$ cat config.mk
export PLATFORM = sky130hd
export DESIGN_NAME = frame_unpacker
export DESIGN_NICKNAME = d
export VERILOG_FILES = /design/src/rtl/frame_unpack_pkg.sv /design/src/rtl/frame_crc_unit.sv /design/src/rtl/frame_addr_filter.sv /design/src/rtl/frame_unpacker.sv
export SDC_FILE = /design/constraint.sdc
export NUM_CORES = 1
export LEC_CHECK = 0
export BUFFER_PORTS_ARGS = -buffer_cell sky130_fd_sc_hd__buf_2
export CORE_MARGIN = 2
export CORE_UTILIZATION = 40
export DETAILED_ROUTE_END_ITERATION = 12
export SYNTH_ARGS = -nofsm -noshare
export SYNTH_HDL_FRONTEND = slang
export SYNTH_SLANG_ARGS = --single-unit
export TNS_END_PERCENT = 30
$ cat constraint.sdc
create_clock -name clk -period 4.28 [get_ports clk]
set_input_delay 0.856 -clock clk [delete_from_list [all_inputs] [get_ports clk]]
set_output_delay 0.856 -clock clk [all_outputs]
set_load 0.01 [all_outputs]
$ cat src/rtl/frame_unpack_pkg.sv
package frame_unpack_pkg;

    localparam logic [7:0]  ADDR_ALL = 8'hFF;
    localparam logic [15:0] CRC_SEED = 16'hFFFF;
    localparam logic [15:0] CRC_POLY = 16'hA001;

    typedef enum logic [2:0] {
        ST_SRC,
        ST_DST,
        ST_LEN,
        ST_DATA,
        ST_CRC,
        ST_SKIP
    } rx_state_t;

    function automatic logic [15:0] crc_byte(input logic [15:0] c, input logic [7:0] d);
        logic [15:0] r;
        r = c ^ {8'h00, d};
        for (int i = 0; i < 8; i++) begin
            r = r[0] ? ((r >> 1) ^ CRC_POLY) : (r >> 1);
        end
        return r;
    endfunction

endpackage

$ cat src/rtl/frame_crc_unit.sv
module frame_crc_unit
    import frame_unpack_pkg::*;
(
    input  logic        clk,
    input  logic        rst_n,
    input  logic        restart,
    input  logic        step,
    input  logic [7:0]  din,
    output logic [15:0] crc_nxt
);
    logic [15:0] crc_q;

    always_comb begin
        crc_nxt = crc_byte(restart ? CRC_SEED : crc_q, din);
    end

    always_ff @(posedge clk or negedge rst_n) begin
        if (!rst_n) begin
            crc_q <= CRC_SEED;
        end else if (step) begin
            crc_q <= crc_nxt;
        end
    end
endmodule

$ cat src/rtl/frame_addr_filter.sv
module frame_addr_filter
    import frame_unpack_pkg::*;
#(
    parameter int NUM_MCAST = 2
) (
    input  logic [7:0]             local_addr,
    input  logic [NUM_MCAST*8-1:0] mcast,
    input  logic [7:0]             src,
    input  logic [7:0]             dst,
    output logic                   accept
);
    logic [NUM_MCAST-1:0] mc_hit;

    for (genvar g = 0; g < NUM_MCAST; g++) begin : g_mc
        assign mc_hit[g] = (mcast[g*8 +: 8] != ADDR_ALL) && (mcast[g*8 +: 8] == dst);
    end

    logic promisc, loopback, bcast, unicast;

    always_comb begin
        promisc  = (local_addr == ADDR_ALL);
        loopback = (src == local_addr);
        bcast    = (dst == ADDR_ALL);
        unicast  = (dst == local_addr);
        accept   = promisc || (!loopback && (bcast || (|mc_hit) || unicast));
    end
endmodule

$ cat src/rtl/frame_unpacker.sv
module frame_unpacker
    import frame_unpack_pkg::*;
#(
    parameter int MAX_LEN   = 253,
    parameter int NUM_MCAST = 2,
    parameter int OFF_W     = $clog2(MAX_LEN + 5)
) (
    input  logic                   clk,
    input  logic                   rst_n,
    input  logic                   byte_vld,
    input  logic [7:0]             byte_in,
    input  logic                   bus_idle,
    input  logic                   page_free,
    input  logic [7:0]             cfg_local_addr,
    input  logic [NUM_MCAST*8-1:0] cfg_mcast,
    input  logic                   cfg_keep_broken,
    output logic                   wr_en,
    output logic [OFF_W-1:0]       wr_addr,
    output logic [7:0]             wr_data,
    output logic                   page_ready,
    output logic [OFF_W-1:0]       page_flag,
    output logic                   err_broken,
    output logic                   err_lost
);
    localparam logic [OFF_W-1:0] LAST_DATA_BIAS = OFF_W'(2);
    localparam logic [OFF_W-1:0] LAST_CRC_BIAS  = OFF_W'(4);
    localparam logic [7:0]       LEN_LIMIT      = 8'(MAX_LEN);

    rx_state_t        state, nxt;
    logic [OFF_W-1:0] cnt;
    logic [7:0]       len_q;
    logic [7:0]       src_q;
    logic [15:0]      crc_nxt;
    logic             accept;
    logic             idle_only;
    logic             last_data;
    logic             last_crc;

    assign idle_only = bus_idle && !byte_vld;
    assign last_data = (cnt == OFF_W'(len_q) + LAST_DATA_BIAS);
    assign last_crc  = (cnt == OFF_W'(len_q) + LAST_CRC_BIAS);

    frame_crc_unit u_crc (
        .clk     (clk),
        .rst_n   (rst_n),
        .restart (state == ST_SRC),
        .step    (byte_vld && state != ST_SKIP),
        .din     (byte_in),
        .crc_nxt (crc_nxt)
    );

    frame_addr_filter #(.NUM_MCAST(NUM_MCAST)) u_filt (
        .local_addr (cfg_local_addr),
        .mcast      (cfg_mcast),
        .src        (src_q),
        .dst        (byte_in),
        .accept     (accept)
    );

    // next-state logic
    always_comb begin
        nxt = state;
        unique case (state)
            ST_SRC: begin
                if (byte_vld) nxt = ST_DST;
            end
            ST_DST: begin
                if (byte_vld)       nxt = (accept && page_free) ? ST_LEN : ST_SKIP;
                else if (bus_idle)  nxt = ST_SRC;
            end
            ST_LEN: begin
                if (byte_vld) begin
                    if (byte_in > LEN_LIMIT)  nxt = ST_SKIP;
                    else if (byte_in == 8'd0) nxt = ST_CRC;
                    else                      nxt = ST_DATA;
                end else if (bus_idle) begin
                    nxt = ST_SRC;
                end
            end
            ST_DATA: begin
                if (byte_vld && last_data) nxt = ST_CRC;
                else if (idle_only)        nxt = ST_SRC;
            end
            ST_CRC: begin
                if (byte_vld && last_crc)  nxt = ST_SKIP;
                else if (idle_only)        nxt = ST_SRC;
            end
            ST_SKIP: begin
                if (idle_only) nxt = ST_SRC;
            end
            default: nxt = ST_SRC;
        endcase
    end

    // state register and frame bookkeeping
    always_ff @(posedge clk or negedge rst_n) begin
        if (!rst_n) begin
            state <= ST_SRC;
            cnt   <= '0;
            len_q <= '0;
            src_q <= '0;
        end else begin
            state <= nxt;
            if (byte_vld && state != ST_SKIP) begin
                cnt <= cnt + OFF_W'(1);
            end else if (idle_only) begin
                cnt <= '0;
            end
            if (byte_vld && state == ST_SRC) src_q <= byte_in;
            if (byte_vld && state == ST_LEN) len_q <= byte_in;
        end
    end

    // registered outputs
    always_ff @(posedge clk or negedge rst_n) begin
        if (!rst_n) begin
            wr_en      <= 1'b0;
            wr_addr    <= '0;
            wr_data    <= '0;
            page_ready <= 1'b0;
            page_flag  <= '0;
            err_broken <= 1'b0;
            err_lost   <= 1'b0;
        end else begin
            wr_en      <= byte_vld && page_free && (state != ST_SKIP);
            wr_addr    <= cnt;
            wr_data    <= byte_in;
            page_ready <= 1'b0;
            err_broken <= 1'b0;
            err_lost   <= 1'b0;
            unique case (state)
                ST_SRC: ;
                ST_DST: begin
                    if (byte_vld) begin
                        if (accept && !page_free) err_lost <= 1'b1;
                    end else if (bus_idle) begin
                        err_broken <= 1'b1;
                    end
                end
                ST_LEN, ST_DATA, ST_CRC: begin
                    if (byte_vld) begin
                        if (state == ST_LEN && byte_in > LEN_LIMIT) begin
                            err_broken <= 1'b1;
                        end
                        if (state == ST_CRC && last_crc) begin
                            if (crc_nxt == 16'h0000) begin
                                page_ready <= 1'b1;
                                page_flag  <= '0;
                            end else begin
                                err_broken <= 1'b1;
                            end
                        end
                    end else if (bus_idle) begin
                        err_broken <= 1'b1;
                        if (cfg_keep_broken) begin
                            page_ready <= 1'b1;
                            page_flag  <= cnt - OFF_W'(1);
                        end
                    end
                end
                ST_SKIP: ;
                default: ;
            endcase
        end
    end
endmodule

==> impl_metrics.json, run 1 <==
{
  "clock_sinks": 74,
  "timing.final.hold_violations": 0,
  "placed_cells": 635,
  "numCtsBuffers": 9,
  "cp_num_buf_inv": 0,
  "path_class": "register to register",
  "drv_slew": 0,
  "period_share_pct": 63.4,
  "syn_to_final_growth_pct": 15.7,
  "grt.overflow.total": 0,
  "rsz0062_at_grt": "no",
  "maxCapViolations": 0,
  "critPathMaxStageDelay_ns": 0.74,
  "worstPathArrival_ns": 2.89,
  "cts_htree_levels": 3,
  "dr.pass1.iters": 4,
  "cts_max_path_buffers": 2,
  "r2r_setup_slack_ns": 1.57,
  "reg2reg_depth": 6,
  "grt_pass1_wl_mm": 17.2,
  "combPwrFrac_pct": 38.5,
  "post_drt_wl_per_cell_um": 15.8,
  "wl_mm": 10.3,
  "max_freq_mhz": 368,
  "grt_max_degree": 75,
  "setup_viol": 0,
  "fin_skew_ns": 0.00726,
  "fin_setup_tns_ns": 0,
  "viasPerCell": 5.30,
  "fin_nets": 548,
  "status": "finished clean",
  "power.total_mw": 3.36,
  "timing.hold.ws_ns": 0.484,
  "ant_nets": 0,
  "drtIter0Drc": 183,
  "die_h_um": 111,
  "cts_tree": "done",
  "max-vdd-ir-drop_uv": 274,
  "hp-class": "register to register",
  "fin_area_sq_um": 5260,
  "stdcell_count": 651,
  "pre_cts_ws_ns": 1.46,
  "yosys_warnings": 0,
  "grt_pass1_vias": 3395,
  "final_util_pct": 47.9,
  "powerDensity_nw_per_um2": 639,
  "rr_endpoint": "page_flag[1]",
  "initial_core_util_pct": 41.4,
  "postCtsSetupRepairBufs": 0,
  "critical_path.max_fanout": 21,
  "worst_pin_slew_ns": 0.928,
  "antenna_found_initial": 0,
  "clk_pin_slew_worst_paths_ns": 0.06,
  "timing.slew.headroom_pct": 38.1,
  "leakage_nw": 2.26,
  "core.rowCount": 38,
  "gp_congestion": 0.823,
  "num_io_pins": 68,
  "syn_area_per_cell_sq_um": 9.92,
  "fillers": 1045,
  "holdBufCountCts": 0,
  "drc": 0,
  "dieArea_sq_um": 12200,
  "grt_usage_pct": 17.3,
  "seq_power_share_pct": 35.3,
  "synth_flop_cell": "dfrtp_1",
  "core_sq_um": 11000,
  "io_buffers": 67,
  "syn_inst": 458,
  "netlist_area_sq_um": 4540,
  "root_buffer": "clkbuf_16",
  "cp.depth": 6,
  "layout-drive-gt1-share_pct": 26.2,
  "switching_share_pct": 34.9,
  "async_reset_ff_share_pct": 100,
  "crit_chain": "nor3_4 -> nor2_1 -> xnor2_1 -> nand4_1 -> nor4_4 -> o32ai_1",
  "ys_seq_area_share_pct": 41.2,
  "vias": 3449,
  "dpl_cell_area_sq_um": 4900,
  "crit_family": "simple AND/OR/NAND/NOR gates",
  "required_ns": 4.45,
  "endpoint_kind": "register",
  "worst_slack_ns": 1.57,
  "synth_cell_types": 68,
  "clkPwrFrac_pct": 26.2,
  "num_antenna_cells": 0,
  "worstSetupStartpoint": "state[0]",
  "worstSetupStartpointType": "register",
  "dp_hpwl_mm": 7.27,
  "slowest_stage": "nor3_4",
  "cp-endpoint": "page_flag[1]",
  "timing.rr.start": "state[0]",
  "synth_nets": 500,
  "cts_resized": 0,
  "die_w_um": 111,
  "clk_latency_ns": 0.34,
  "fin_crit_ns": 2.71,
  "synth_edf_count": 0,
  "internal-power_mw": 2.19,
  "p_switching_mw": 1.17,
  "ys_seq_elements": 74
}
-- synthesized netlist by cell type (all sizes together) (3+ instances only) --
cell,n,area share [%]
a211oi,4,0.77
a21oi,13,1.4
and3,4,0.55
buf,19,2.6
clkbuf,13,1.1
dfrtp,58,32
dfstp,16,9.3
ha,4,1.1
inv,10,0.83
mux2,14,3.5
nand2,42,3.5
nand2b,5,0.69
nand3,15,1.7
nand4,18,2.6
nor2,40,3.5
nor2b,5,0.74
nor3,7,1.1
nor4,5,1.2
o21ai,22,2.4
o22ai,7,0.96
o31ai,7,1.6
o32ai,4,0.77
or4,3,0.50
xnor2,72,15
xnor3,3,1.5
xor2,13,3.1
-- worst min path at each step --
stage,start,endpoint,slack (ns),depth (start not counted)
floorplan,cnt[2],wr_addr[2],0.35,0
CTS,u_crc.crc_q[14],u_crc.crc_q[14],0.49,2
detailed placement,u_crc.crc_q[14],u_crc.crc_q[14],0.48,2
global route,u_crc.crc_q[14],u_crc.crc_q[14],0.51,2
global placement,u_crc.crc_q[15],u_crc.crc_q[15],0.45,2
finish,u_crc.crc_q[14],u_crc.crc_q[14],0.48,2
-- registers in the layout, indices dropped and copies added (netlist names) --
register and count:
wr_addr 9, err_broken 1, page_flag 9, len_q 8, state 3, cnt 9
wr_data 8, page_ready 1, src_q 8, u_crc.crc_q 16, err_lost 1, wr_en 1
-- placed cells by master, fill, tap and decap left out, drive strengths merged, types with 10 or more instances in the layout --
master	instances
xnor2	72
mux2	14
nand4	18
nand2	42
a21oi	13
inv	10
nor2	40
nand3	15
clkbuf	11
dfrtp	58
buf	69
o21ai	22
dfstp	16
xor2	13
-- tightest hold or removal path: stages, from the launching register on --
cell and delay (ns):
dfstp_2 0.37, nand2_1 0.05, o21ai_1 0.06
-- power by group through the flow --
stage / clock network (mW) / logic, mW / registers (mW)
2_1_floorplan: 0 / 1.09 / 1.11
3_3_place_gp: 0 / 1.28 / 1.19
3_5_place_dp: 0 / 1.30 / 1.20
4_1_cts: 0.901 / 1.31 / 1.19
5_1_grt: 0.927 / 1.44 / 1.22
6_report: 0.880 / 1.29 / 1.18
-- final cells by class --
cell class	instances	area (sq um)	area share, %
well taps	140	175	3.33
inverters	10	37.5	0.714
flip-flops and latches	74	1870	35.6
multi-input cells	342	2470	46.9
clock buffers	11	253	4.81
repair buffers	69	353	6.71
clock inverters	5	100	1.90
-- layer usage --
| layer | vias to the layer above | GRT usage, % | share of wire (%) |
|---|---|---|---|
| li1 | 1702 | - | - |
| met1 | 1638 | 23.5 | 48 |
| met2 | 96 | 27.2 | 45 |
| met3 | 13 | 4.67 | 5.8 |
| met4 | 0 | 5.42 | 1.5 |
| met5 | - | 0 | 0 |
-- kinds of logic (layout without fill, tap and decap cells) --
kind of cell | Yosys count | count (layout) | synth area share, %
fa+ha+maj | 4 | 4 | 1.10
flops | 74 | 74 | 41.2
xor+xnor | 88 | 88 | 19.3
compound gates | 80 | 80 | 12.3
simple gates | 154 | 154 | 17.7
buf+inv | 42 | 95 | 4.52
mux | 16 | 16 | 3.91
Power figures use the tool's default switching activity.
==> run 2, diff against run 1 <==
Clock period 4.28 ns to 2.8 ns, I/O delays scaled along.
==> run 2 against run 1 <==
Clock skew is 0.00050 ns lower. Hold slack worse by 0.11 ns. Sequential share of layout area is 0.24 points lower. Sequential cell count stayed put. Clock power is 41% higher. Design area is 0.67% higher. Core utilization is 0.32 points higher. Register-to-register slack worse by 1.2 ns. Die area stayed put. Combinational power is 64% higher. Count of clock-buffer cells in the layout stayed put. Setup slack worse by 1.2 ns.
==> impl_metrics.json, run 2 (synthesized netlist as in run 1, its figures left out) <==
{
  "status": "finished clean",
  "max-vdd-ir-drop_uv": 520,
  "die_w_um": 111,
  "fin_setup_tns_ns": 0,
  "timing.rr.start": "state[1]",
  "dieArea_sq_um": 12200,
  "post_drt_wl_per_cell_um": 16.1,
  "numCtsBuffers": 9,
  "endpoint_kind": "register",
  "wl_mm": 10.7,
  "seqCellArea_sq_um": 1870,
  "worst_slack_ns": 0.351,
  "critical_path.max_fanout": 10,
  "clock_sinks": 74,
  "dp_hpwl_mm": 7.46,
  "antenna_found_initial": 0,
  "maxCapViolations": 0,
  "initial_core_util_pct": 41.4,
  "num_antenna_cells": 0,
  "drtIter0Drc": 186,
  "layout-drive-gt1-share_pct": 27.3,
  "setup_viol": 0,
  "core_sq_um": 11000,
  "clk_latency_ns": 0.34,
  "worstPathArrival_ns": 2.63,
  "cts_htree_levels": 3,
  "worstSetupStartpoint": "state[1]",
  "worst_pin_slew_ns": 0.950,
  "root_buffer": "clkbuf_16",
  "grt_busiest_layer": "met2",
  "met1_usage_pct": 26.0,
  "grt_use_met2_pct": 27.4,
  "grt.overflow.total": 0,
  "fillers": 1021,
  "die_h_um": 111,
  "stdcell_count": 660,
  "drc": 0,
  "reg2reg_depth": 6,
  "pre_cts_ws_ns": 0.342,
  "ant_nets": 0,
  "clk_pin_slew_worst_paths_ns": 0.06,
  "grt_max_degree": 75,
  "cts_resized": 0,
  "timing.slew.headroom_pct": 36.7,
  "path_class": "register to register",
  "powerDensity_nw_per_um2": 967,
  "num_io_pins": 68,
  "period_share_pct": 87.5,
  "gp_congestion": 0.826,
  "hp-class": "input pin to asynchronous set/reset pin",
  "grt_usage_pct": 18.3,
  "layout_commonest_cell": "xnor2_1",
  "io_buffers": 67,
  "required_ns": 2.98,
  "drv_slew": 0,
  "max_freq_mhz": 408,
  "gr-usage-met3_pct": 4.45,
  "postCtsSetupRepairBufs": 0,
  "grt_pass1_wl_mm": 18.1,
  "dr.pass1.iters": 4,
  "rsz0062_at_grt": "no",
  "fin_nets": 557,
  "fin_skew_ns": 0.00676,
  "cts_tree": "done",
  "vias": 3586,
  "core.rowCount": 38,
  "worstSetupStartpointType": "register",
  "timing.final.hold_violations": 0,
  "leakage_nw": 2.28,
  "multi_input_area_sq_um": 2470,
  "placed_cells": 644,
  "largest_register_ffs": 16,
  "regMostFlops": "u_crc.crc_q",
  "holdBufCountCts": 0,
  "mostFrequentLayoutCells": "67 x xnor2_1, 66 x buf_2, 58 x dfrtp_1, 42 x nand2_1, 39 x nor2_1",
  "cts_max_path_buffers": 2,
  "grt_pass1_vias": 3500,
  "viasPerCell": 5.43,
  "syn_to_final_growth_pct": 16.5,
  "fin_crit_ns": 2.45
}
==> run 2: path summary, 6_finish.rpt <==
kind | endpoint | slack, ns
setup / recovery | page_flag[0] | 0.35
hold / removal | page_flag[0] | 0.38
setup reg to reg | page_flag[0] | 0.35
hold reg to reg | u_crc.crc_q[15] | 0.47
max in group asynchronous | wr_data[2] | 1.82
min in group clk | err_lost | 0.42
==> run 2: power by group <==
group | internal, mW | leakage, nW | total (mW) | switching (mW)
Sequential | 1.46 | 0.910 | 1.76 | 0.292
Combinational | 1.01 | 1.22 | 2.12 | 1.11
Clock | 0.801 | 0.156 | 1.24 | 0.443
==> run 2: final cells by class <==
| type | instances | area share (%) |
|---|---|---|
| multi-input combinational | 342 | 46.6 |
| sequential | 74 | 35.4 |
| timing repair buffer | 78 | 7.95 |
| clock buffer | 11 | 4.59 |
| tap | 140 | 3.31 |
| clock inverter | 5 | 1.47 |
| inverter | 10 | 0.709 |
==> run 2: worst max-delay path, stage by stage (launching register included) <==
cell and delay (ns):
dfrtp_1 0.52, nor3_4 0.50, nor2_1 0.14, xnor2_1 0.22, nand4_1 0.21, nor4_4 0.50, o32ai_1 0.19
==> run 2: through the flow <==
stage	hold WS (ns)	cell area (sq um)	util, %	power [mW]
floorplan	0.264	4540	-	3.37
global placement	0.459	4970	45.3	3.84
detailed placement	0.465	4970	45.3	3.89
CTS	0.398	5290	48.2	5.17
global route	0.412	5290	48.2	5.47
finish	0.375	5290	48.2	5.12
==> run 2: layer usage <==
layer | share of wire [%] | wire [um]
met4 | 1.6 | 169
met5 | 0 | 0
met3 | 6.0 | 634
met2 | 45 | 4740
met1 | 48 | 5100
